### config.mk
export PLATFORM = sky130hd
export DESIGN_NAME = dds_core
export DESIGN_NICKNAME = d
export VERILOG_FILES = /design/src/rtl/dds_pkg.sv /design/src/rtl/dds_tuning_regs.sv /design/src/rtl/dds_phase_acc.sv /design/src/rtl/dds_wave_gen.sv /design/src/rtl/dds_core.sv
export SDC_FILE = /design/constraint.sdc
export NUM_CORES = 1
export LEC_CHECK = 0
export BUFFER_PORTS_ARGS = -buffer_cell sky130_fd_sc_hd__buf_2
export CORE_UTILIZATION = 40
export DETAILED_ROUTE_END_ITERATION = 6
export SLEW_MARGIN = 20
export SYNTH_ARGS = -nofsm -noshare
export SYNTH_HDL_FRONTEND = slang
export SYNTH_SLANG_ARGS = --single-unit
### constraint.sdc
create_clock -name clk -period 4.01 [get_ports clk]
set_input_delay 0.401 -clock clk [delete_from_list [all_inputs] [get_ports clk]]
set_output_delay 0.401 -clock clk [all_outputs]
set_load 0.05 [all_outputs]
### src/rtl/dds_pkg.sv
`timescale 1ns/1ps
package dds_pkg;
  typedef enum logic [1:0] {
    WAVE_SINE   = 2'd0,
    WAVE_TRI    = 2'd1,
    WAVE_SQUARE = 2'd2,
    WAVE_OFF    = 2'd3
  } wave_e;

  localparam int unsigned BANK_N = 2;
endpackage

### src/rtl/dds_tuning_regs.sv
`timescale 1ns/1ps
module dds_tuning_regs #(
  parameter int unsigned ACC_W = 28,
  parameter int unsigned OFS_W = 12
) (
  input  logic             clk,
  input  logic             wr_en,
  input  logic [1:0]       wr_addr,
  input  logic [ACC_W-1:0] wr_data,
  input  logic             freq_sel,
  input  logic             phase_sel,
  output logic [ACC_W-1:0] inc_o,
  output logic [OFS_W-1:0] ofs_o
);
  import dds_pkg::*;

  // wr_addr[1] picks the bank (0 tuning, 1 offset), wr_addr[0] the entry
  logic [ACC_W-1:0] freq_q  [BANK_N] = '{default: '0};
  logic [OFS_W-1:0] phase_q [BANK_N] = '{default: '0};

  always_ff @(posedge clk) begin
    for (int i = 0; i < BANK_N; i++) begin
      if (wr_en && !wr_addr[1] && (wr_addr[0] == i[0]))
        freq_q[i] <= wr_data;
      if (wr_en && wr_addr[1] && (wr_addr[0] == i[0]))
        phase_q[i] <= wr_data[OFS_W-1:0];
    end
  end

  assign inc_o = freq_q[freq_sel];
  assign ofs_o = phase_q[phase_sel];

  // a tuning write is present in the bank one edge later
  a_r4_freq_lands: assert property (@(posedge clk)
    (wr_en && !wr_addr[1]) |=> freq_q[$past(wr_addr[0])] == $past(wr_data));

  // an offset write keeps only its low bits
  a_r4_phase_lands: assert property (@(posedge clk)
    (wr_en && wr_addr[1]) |=> phase_q[$past(wr_addr[0])] == $past(wr_data[OFS_W-1:0]));
endmodule

### src/rtl/dds_phase_acc.sv
`timescale 1ns/1ps
module dds_phase_acc #(
  parameter int unsigned ACC_W = 28,
  parameter int unsigned OFS_W = 12
) (
  input  logic             clk,
  input  logic             rst,
  input  logic [ACC_W-1:0] inc_i,
  input  logic [OFS_W-1:0] ofs_i,
  output logic [ACC_W-1:0] acc_o,
  output logic [ACC_W-1:0] phase_o
);
  localparam int unsigned PAD_W = ACC_W - OFS_W;

  logic [ACC_W-1:0] acc_q;
  logic [ACC_W-1:0] phase_q;
  logic [ACC_W-1:0] ofs_wide;

  assign ofs_wide = {ofs_i, {PAD_W{1'b0}}};

  always_ff @(posedge clk) begin
    if (rst) acc_q <= '0;
    else     acc_q <= acc_q + inc_i;
  end

  // offset stage is free-running; reset only pins the accumulator
  always_ff @(posedge clk) begin
    phase_q <= acc_q + ofs_wide;
  end

  assign acc_o   = acc_q;
  assign phase_o = phase_q;

  // modular advance by the word presented at the previous edge
  a_r1_advance: assert property (@(posedge clk) disable iff (rst)
    1'b1 |=> acc_q == ACC_W'($past(acc_q) + $past(inc_i)));

  // reset clears the accumulator
  a_r9_acc_clear: assert property (@(posedge clk)
    rst |=> acc_q == '0);
endmodule

### src/rtl/dds_wave_gen.sv
`timescale 1ns/1ps
module dds_wave_gen #(
  parameter int unsigned ACC_W = 28,
  parameter int unsigned AMP_W = 10
) (
  input  logic             clk,
  input  logic             rst,
  input  dds_pkg::wave_e   mode_i,
  input  logic [ACC_W-1:0] phase_i,
  output logic [AMP_W-1:0] sample_o
);
  import dds_pkg::*;

  localparam int unsigned QW     = AMP_W - 2;
  localparam int unsigned QN     = 1 << QW;
  localparam int unsigned ROM_W  = AMP_W - 1;
  localparam int unsigned HALF   = 1 << (AMP_W - 1);
  localparam real         PI2    = 6.283185307179586;
  localparam real         PEAK   = real'(HALF) - 0.5;

  // quarter-wave table, computed at start-up
  logic [ROM_W-1:0] rom [QN];

  initial begin
    for (int i = 0; i < QN; i++) begin
      rom[i] = ROM_W'($rtoi(PEAK * $sin(PI2 * (real'(i) + 0.5) / real'(4 * QN)) + 0.5));
    end
  end

  logic [AMP_W-1:0] top;
  logic [1:0]       quad;
  logic [QW-1:0]    idx;
  logic [QW-1:0]    ridx;
  logic [ROM_W-1:0] qval;
  logic [AMP_W-1:0] sine_s;
  logic [AMP_W-1:0] tri_s;
  logic [AMP_W-1:0] sq_s;
  logic [AMP_W-1:0] next_s;
  logic [AMP_W-1:0] sample_q;

  assign top  = phase_i[ACC_W-1 -: AMP_W];
  assign quad = top[AMP_W-1 -: 2];
  assign idx  = top[QW-1:0];
  assign ridx = quad[0] ? ~idx : idx;
  assign qval = rom[ridx];

  always_comb begin
    if (quad[1]) sine_s = AMP_W'(HALF - 1) - AMP_W'(qval);
    else         sine_s = AMP_W'(HALF) + AMP_W'(qval);
  end

  assign tri_s = phase_i[ACC_W-1] ? ~phase_i[ACC_W-2 -: AMP_W] : phase_i[ACC_W-2 -: AMP_W];
  assign sq_s  = {AMP_W{phase_i[ACC_W-1]}};

  always_comb begin
    unique case (mode_i)
      WAVE_SINE:   next_s = sine_s;
      WAVE_TRI:    next_s = tri_s;
      WAVE_SQUARE: next_s = sq_s;
      default:     next_s = '0;
    endcase
  end

  always_ff @(posedge clk) begin
    if (rst) sample_q <= '0;
    else     sample_q <= next_s;
  end

  assign sample_o = sample_q;

  // output held at zero by reset
  a_r9_out_zero: assert property (@(posedge clk)
    rst |=> sample_q == '0);

  // square output only takes the two rails
  a_r8_square_rails: assert property (@(posedge clk) disable iff (rst)
    (mode_i == WAVE_SQUARE) |=> (sample_q == '0 || sample_q == '1));

  // off mode is silent
  a_r8_off_silent: assert property (@(posedge clk) disable iff (rst)
    (mode_i == WAVE_OFF) |=> sample_q == '0);

  // sine upper half for the first half of the cycle
  a_r6_sine_half: assert property (@(posedge clk) disable iff (rst)
    (mode_i == WAVE_SINE && !phase_i[ACC_W-1]) |=> sample_q[AMP_W-1]);
endmodule

### src/rtl/dds_core.sv
`timescale 1ns/1ps
module dds_core #(
  parameter int unsigned ACC_W = 28,
  parameter int unsigned OFS_W = 12,
  parameter int unsigned AMP_W = 10
) (
  input  logic             clk,
  input  logic             rst,
  input  logic             wr_en,
  input  logic [1:0]       wr_addr,
  input  logic [ACC_W-1:0] wr_data,
  input  logic             freq_sel,
  input  logic             phase_sel,
  input  logic [1:0]       wave_mode,
  output logic [ACC_W-1:0] acc_o,
  output logic [AMP_W-1:0] sample_o
);
  import dds_pkg::*;

  logic [ACC_W-1:0] inc;
  logic [OFS_W-1:0] ofs;
  logic [ACC_W-1:0] phase;
  wave_e            mode;

  assign mode = wave_e'(wave_mode);

  dds_tuning_regs #(.ACC_W(ACC_W), .OFS_W(OFS_W)) u_regs (
    .clk(clk), .wr_en(wr_en), .wr_addr(wr_addr), .wr_data(wr_data),
    .freq_sel(freq_sel), .phase_sel(phase_sel), .inc_o(inc), .ofs_o(ofs)
  );

  dds_phase_acc #(.ACC_W(ACC_W), .OFS_W(OFS_W)) u_acc (
    .clk(clk), .rst(rst), .inc_i(inc), .ofs_i(ofs),
    .acc_o(acc_o), .phase_o(phase)
  );

  dds_wave_gen #(.ACC_W(ACC_W), .AMP_W(AMP_W)) u_wave (
    .clk(clk), .rst(rst), .mode_i(mode), .phase_i(phase), .sample_o(sample_o)
  );

  // with select held, consecutive steps use the same bank word
  a_r2_select_step: assert property (@(posedge clk) disable iff (rst)
    (!wr_en && $stable(freq_sel)) |=> ACC_W'(acc_o - $past(acc_o)) == $past(inc));
endmodule

==> key figures, run 1 <==
Floorplan
  • Starting density of the core: 0.408
  • Placeable Area: 0.0235 mm²
  • Die H: 157 µm
  • Die width: 157 µm
  • Num rows: 56
  • Die area: 0.0245 mm²
  • Ports: 75

STA
  • Fin crit period: 3.39 ns
  • Final hold vios: 0
  • Final setup vio count: 0
  • Setup ws final: 0.617 ns
  • RSZ-0062 raised after global routing: false
  • Fin Setup TNS: 0 ns
  • Final worst-path cycle share: 0.846
  • Final Max Tran Viols: 0
  • Post-Route Skew: 0.0114 ns
  • Fmax: 295 MHz
  • Slew @ Worst Pin: 0.962 ns
  • Relative slew margins: 0.354

Layout
  • Post-route core utilization: 0.465
  • Fill cell count: 2295
  • ANT cells: 0
  • Commonest cells after routing, fill and taps aside: 96 x a21oi_1, 82 x nor2_1, 80 x edfxtp_1, 76 x o21ai_0, 74 x buf_2
  • Final #Nets: 1197
  • Commonest non-fill, non-tap cell in the layout: a21oi_1
  • Share of cells above drive strength 1: 0.199
  • P&R area growth vs syn: 14.2%

Status
  • Outcome: finished, final reports clean

Global route
  • Vias in the first global route: 8282
  • Total track usage: 0.244
  • Total gr overflow: 0
  • Largest net degree at the start of global routing: 45
  • Global-route wire length before repair: 45900 µm
  • Initial antenna violation count: 0

Placement
  • Post-detail-place hpwl: 21200 µm
  • Dpl ws: 0.296 ns
  • RePlAce Congestion: 1.00
  • IO buf count: 74

Clock tree
  • Clock Sinks: 129
  • Post-CTS setup buffers: 0
  • CTS resizes: 0
  • H-tree Lvls: 4
  • CTS tree: yes
  • Clock buffer depth: 2
  • CTS buffer count: 17
  • Clock slew at reported path FFs: 0.06 ns
  • Post-CTS Hold Buffers: 0
  • Clk Latency, worst-skew pair: 0.42 ns
  • Clock root buffer: clkbuf_16

Routing
  • DRT Pass-1 Iters: 7
  • ANT nets after route: 0
  • Wirelength per Cell: 20.2 µm
  • Post-Route WL: 29400 µm
  • Via count: 8771
  • DR iter-0 viols: 912
  • # DRC: 0
  • Vias per cell: 6.04

Synth
  • Yosys warning count: 0
  • Avg Inst Size Synth: 9.02 µm²
  • Post-synth cell types: 89
  • Top FF cell, synth: edfxtp_1
  • Ys async rst share: 0
  • Cell area after synthesis: 0.00957 mm²
  • Register area share after synthesis: 0.354
  • Post-synthesis net count: 1139
  • Post-Synthesis Cells: 1061
  • #FFs+latches synth: 129
  • Post-synth EDFFs: 80

Critical path
  • Setup CP Type: reg2reg
  • CP Max Fanout: 4
  • Worst setup EP type: flip-flop
  • CP arrival: 3.70 ns
  • Startpoint Class: flip-flop
  • CP required: 4.32 ns

Worst hold path
  • Hold Path Class: in2reg

Run
  • Max Cap Violations: 0
-- cells in the mapped netlist, types with 7 or more instances --
cell type	number	share of area
o21ai_0	76	0.040
nand3_1	23	0.012
xor2_1	31	0.028
or2_2	7	0.0046
nor3_1	18	0.0094
buf_2	44	0.023
and3_1	9	0.0059
o211ai_1	12	0.0094
o21bai_1	12	0.0094
o31ai_1	10	0.0078
or4_1	7	0.0055
a22oi_1	9	0.0071
o221ai_1	9	0.0082
a211oi_1	23	0.018
ha_1	39	0.051
a311oi_1	10	0.0092
mux2_2	39	0.046
nor2b_1	21	0.014
o22ai_1	13	0.0085
nand2b_1	16	0.010
buf_6	7	0.0082
a31oi_1	15	0.0098
dfxtp_1	49	0.10
a21oi_1	96	0.050
clkbuf_1	25	0.0098
a221oi_1	10	0.0092
edfxtp_1	80	0.25
nor2_1	83	0.033
inv_1	15	0.0059
a2111oi_0	8	0.0073
xnor2_1	31	0.028
a21o_1	24	0.019
nand2_1	63	0.025
-- state kept, by name (all words and copies together) (netlist names) --
name and count:
u_wave.sample_o 10, u_acc.phase_o 11, u_regs.phase_q 24, u_acc.acc_o 28, u_regs.freq_q 56
-- metal layers --
layer	share of wire	global-route usage
met1	0.42	0.321
met2	0.46	0.384
met3	0.073	0.0388
met4	0.047	0.132
met5	0	0
-- metrics by stage --
| stage | std cells | hold WS [ns] | cell area [µm²] |
|---|---|---|---|
| 2_1_floorplan | 1061 | 0.500 | 9570 |
| 3_3_place_gp | 1419 | 0.588 | 10300 |
| 3_5_place_dp | 1419 | 0.592 | 10300 |
| 4_1_cts | 1451 | 0.150 | 10900 |
| 5_1_grt | 1451 | 0.148 | 10900 |
| 6_report | 1451 | 0.168 | 10900 |
-- worst paths after layout --
kind,cells after the start,end,slack [ns],startpoint
worst max-delay path,11,u_acc.acc_o[26]$_SDFF_PP0_,0.62,u_regs.freq_q[0][0]$_DFFE_PP_
worst min-delay path,1,u_regs.freq_q[0][21]$_DFFE_PP_,0.17,wr_data[21]
worst max register to register,11,u_acc.acc_o[26]$_SDFF_PP0_,0.62,u_regs.freq_q[0][0]$_DFFE_PP_
worst min register to register,3,u_wave.sample_o[0]$_SDFF_PP0_,0.61,u_acc.phase_o[17]$_DFF_P_
-- critical path, stage by stage, from the launching register on --
cell,delay [ns]
edfxtp_1,0.36
mux2_2,0.28
ha_1,0.22
fa_1,0.43
a211oi_1,0.34
o21bai_1,0.19
a21o_1,0.24
a31oi_1,0.39
o211a_1,0.27
nor3b_1,0.08
o22ai_1,0.14
mux2_2,0.34
-- cell families (layout without fill, tap and decap cells) --
family,after synthesis,in the layout,synth area share
AOI/OAI and AO/OA,391,391,0.273
and+or+nand+nor,285,285,0.147
DFF,129,129,0.354
buffers and inverters,104,175,0.0540
xor gates and xnor gates,66,66,0.0647
muxes,44,44,0.0511
adders and majority gates,42,42,0.0562
-- layout make-up --
class | instances | area, µm² | area share
Multi-Input combinational cell | 828 | 5670 | 0.519
Sequential cell | 129 | 3390 | 0.310
Timing Repair Buffer | 124 | 758 | 0.0694
Clock buffer | 18 | 429 | 0.0393
Tap cell | 319 | 399 | 0.0365
Clock inverter | 14 | 204 | 0.0187
Inverter | 19 | 71.3 | 0.00653
Power of run 1 is left out: the tool's default activity adds up to more than one toggle a clock period on the data nets, which glitch-free logic cannot reach.
==> inputs of run 2 (changes only) <==
--- a/config.mk
+++ b/config.mk
@@ -5,6 +5,7 @@
 export SDC_FILE = /design/constraint.sdc
 export NUM_CORES = 1
 export LEC_CHECK = 0
+export ABC_AREA = 1
 export BUFFER_PORTS_ARGS = -buffer_cell sky130_fd_sc_hd__buf_2
 export CORE_UTILIZATION = 40
 export DETAILED_ROUTE_END_ITERATION = 6
==> constraint.sdc (replaced) <==
create_clock -name clk -period 3.25 [get_ports clk]
set_input_delay 0.325 -clock clk [delete_from_list [all_inputs] [get_ports clk]]
set_output_delay 0.325 -clock clk [all_outputs]
set_load 0.05 [all_outputs]
==> key figures, run 2 <==
Global route
  • Total track usage: 0.233 (-0.0112)
  • Global-route wire length before repair: 36800 µm (-20%)
  • Total gr overflow: 0 (unchanged)
  • Vias in the first global route: 7046 (-15%)
  • Initial antenna violation count: 1 (+1)
  • Largest net degree at the start of global routing: 29 (-36%)

Floorplan
  • Num rows: 51 (-8.9%)
  • Die area: 0.0209 mm² (-15%)
  • Ports: 75 (unchanged)
  • Die H: 144 µm (-7.8%)
  • Die width: 144 µm (-7.8%)
  • Placeable Area: 0.0197 mm² (-16%)
  • Starting density of the core: 0.413 (+0.00571)

Synth
  • Ys async rst share: 0 (unchanged)
  • Fraction of synthesized area in multiplexers: 0.0387 (-0.0125)
  • Top FF cell, synth: edfxtp_1
  • Post-Synth Adder-Cell Area: 0.0650 (+0.00877)
  • Post-synth EDFFs: 80 (unchanged)
  • Cell area after synthesis: 0.00812 mm² (-15%)
  • Avg Inst Size Synth: 7.92 µm² (-12%)
  • Area share of the largest cell type after synthesis: 0.296 (+0.0446)
  • Simple-Gate Fraction of Synth Area: 0.265 (+0.119)
  • Post-synthesis xor/xnor area fraction: 0.0236 (-0.0412)
  • Register area share after synthesis: 0.417 (+0.0629)
  • Yosys warning count: 0 (unchanged)
  • Post-synthesis net count: 1104 (-3.1%)
  • Main combinational cell family by area after synthesis: simple AND/OR/NAND/NOR gates
  • #FFs+latches synth: 129 (unchanged)
  • Synth top cells by count: 286 x nand2_1, 105 x nand3_1, 90 x a21oi_1, 80 x edfxtp_1, 77 x inv_1
  • Top-count cell post-synth: nand2_1
  • Largest cells by area after synthesis: edfxtp_1 30%, nand2_1 13%, dfxtp_1 12%, nand3_1 6.5%, ha_1 6.0%
  • Post-Synthesis Cells: 1026 (-3.3%)
  • Post-synth cell types: 47 (-47%)
  • Synth area leader: edfxtp_1
  • Compound-Gate Fraction of Synth Area: 0.130 (-0.144)

Critical path
  • CP arrival: 2.98 ns (-0.72 ns)
  • Startpoint Class: flip-flop
  • CP required: 3.59 ns (-0.73 ns)
  • CP Max Fanout: 14 (+10)
  • Worst setup EP type: flip-flop
  • Setup CP Type: reg2reg

Clock tree
  • Clock slew at reported path FFs: 0.07 ns (about the same)
  • H-tree Lvls: 4 (unchanged)
  • Clock Sinks: 129 (unchanged)
  • CTS resizes: 0 (unchanged)
  • Post-CTS setup buffers: 0 (unchanged)
  • Clock root buffer: clkbuf_16
  • Clock buffer depth: 2 (unchanged)
  • Clk Latency, worst-skew pair: 0.43 ns (about the same)
  • Post-CTS Hold Buffers: 0 (unchanged)
  • CTS tree: yes
  • CTS buffer count: 17 (unchanged)

Layout
  • Biggest register: u_regs.freq_q
  • Share of cells above drive strength 1: 0.180 (-0.0186)
  • Fill cell count: 1968 (-14%)
  • P&R area growth vs syn: 17.1%
  • Largest register FFs: 56 (unchanged)
  • Post-route core utilization: 0.484 (+0.0184)
  • Commonest cells after routing, fill and taps aside: 286 x nand2_1, 105 x nand3_1, 90 x a21oi_1, 80 x edfxtp_1, 77 x inv_1
  • FF/Latch Area: 0.00338 mm² (-0.22%)
  • Final #Nets: 1197 (unchanged)
  • Commonest non-fill, non-tap cell in the layout: nand2_1
  • ANT cells: 0 (unchanged)
  • Multi-input gate area: 0.00425 mm² (-25%)

STA
  • RSZ-0062 raised after global routing: false
  • Fin crit period: 2.64 ns (-0.750 ns)
  • Final hold slack: 0.0800 ns (-0.0878 ns)
  • Fmax: 378 MHz (+28%)
  • Slew @ Worst Pin: 0.790 ns (-0.171 ns)
  • Final setup vio count: 0 (unchanged)
  • Fin Setup TNS: 0 ns (unchanged)
  • Final Max Tran Viols: 0 (unchanged)
  • Relative slew margins: 0.472 (+0.118)
  • Setup ws final: 0.607 ns (-0.00960 ns)
  • Final worst-path cycle share: 0.813 (-0.0330)
  • Post-Route Skew: 0.0136 ns (+0.00219 ns)
  • Final hold vios: 0 (unchanged)

Routing
  • # DRC: 0 (unchanged)
  • Via count: 7411 (-16%)
  • Post-Route WL: 22900 µm (-22%)
  • DRT Pass-1 Iters: 5 (-2)
  • ANT nets after route: 0 (unchanged)
  • DR iter-0 viols: 478 (-48%)
  • Vias per cell: 5.30 (-12%)
  • Wirelength per Cell: 16.4 µm (-19%)

Placement
  • RePlAce Congestion: 0.943 (-5.7%)
  • IO buf count: 74 (unchanged)
  • Dpl ws: 0.324 ns (+0.0281 ns)
  • Post-detail-place hpwl: 17000 µm (-20%)

Worst hold path
  • Hold Path Class: in2reg

Run
  • Max Cap Violations: 0 (unchanged)

Status
  • Outcome: finished, final reports clean
run 2: cell count changes after synthesis, moves of 14 or more:
cell / previous run / this run
nand3_1: 23 / 105
nor2b_1: 21 / 0
nand2b_1: 16 / 0
inv_1: 15 / 77
xor2_1: 31 / 12
xnor2_1: 31 / 3
nand2_2: 0 / 14
a21o_1: 24 / 5
buf_2: 44 / 11
nor2_1: 83 / 64
a211oi_1: 23 / 2
nand2_1: 63 / 286
run 2: critical path: stages, from the launching register on:
cell and delay [ns]:
dfxtp_1 0.60, inv_2 0.19, nand2_1 0.11, nand2_2 0.22
nand2_1 0.32, nand3_1 0.18, nand2_1 0.09, nand3_1 0.06
o21ai_0 0.18, nand3_1 0.16, nand3_1 0.13, nand3_1 0.09
a21oi_1 0.21
run 2: layout make-up:
type | count | area share
Sequential cell | 129 | 0.356
Timing Repair Buffer | 106 | 0.0655
Clock buffer | 17 | 0.0447
Inverter | 82 | 0.0324
Tap cell | 265 | 0.0349
Multi-Input combinational cell | 783 | 0.447
Clock inverter | 15 | 0.0199
run 2: cell families (layout without fill, tap and decap cells):
family | Yosys count | in the layout
fa+ha+maj | 41 | 41
mux | 28 | 28
simple gates | 503 | 503
compound gates | 193 | 193
buf+inv | 114 | 220
flops | 129 | 129
xor+xnor | 18 | 18
run 2: stage by stage:
stage | std cells | cell area (µm²)
finish | 1397 | 9510
floorplan | 1026 | 8120
detailed placement | 1365 | 8900
global placement | 1365 | 8900
global route | 1397 | 9510
CTS | 1397 | 9510
run 2: final timing paths:
| path | start | end | slack [ns] | cells past startpoint |
|---|---|---|---|---|
| worst max-delay path | u_acc.phase_o[26]$_DFF_P_ | u_wave.sample_o[0]$_SDFF_PP0_ | 0.61 | 12 |
| worst min-delay path | wr_data[12] | u_regs.freq_q[1][12]$_DFFE_PP_ | 0.08 | 1 |
| worst max register to register | u_acc.phase_o[26]$_DFF_P_ | u_wave.sample_o[0]$_SDFF_PP0_ | 0.61 | 12 |
| worst min register to register | u_acc.acc_o[0]$_SDFF_PP0_ | u_acc.acc_o[0]$_SDFF_PP0_ | 0.59 | 3 |
run 2: routing by layer:
layer	GRT usage	wire length [µm]	part of all wire	vias up
met2	0.400	11100	0.49	288
met1	0.290	9720	0.43	3371
met5	0	11	0.00048	-
li1	-	-	-	3702
met4	0.0848	618	0.027	2
met3	0.0417	1390	0.061	48
Power of run 2 is left out for the same reason.
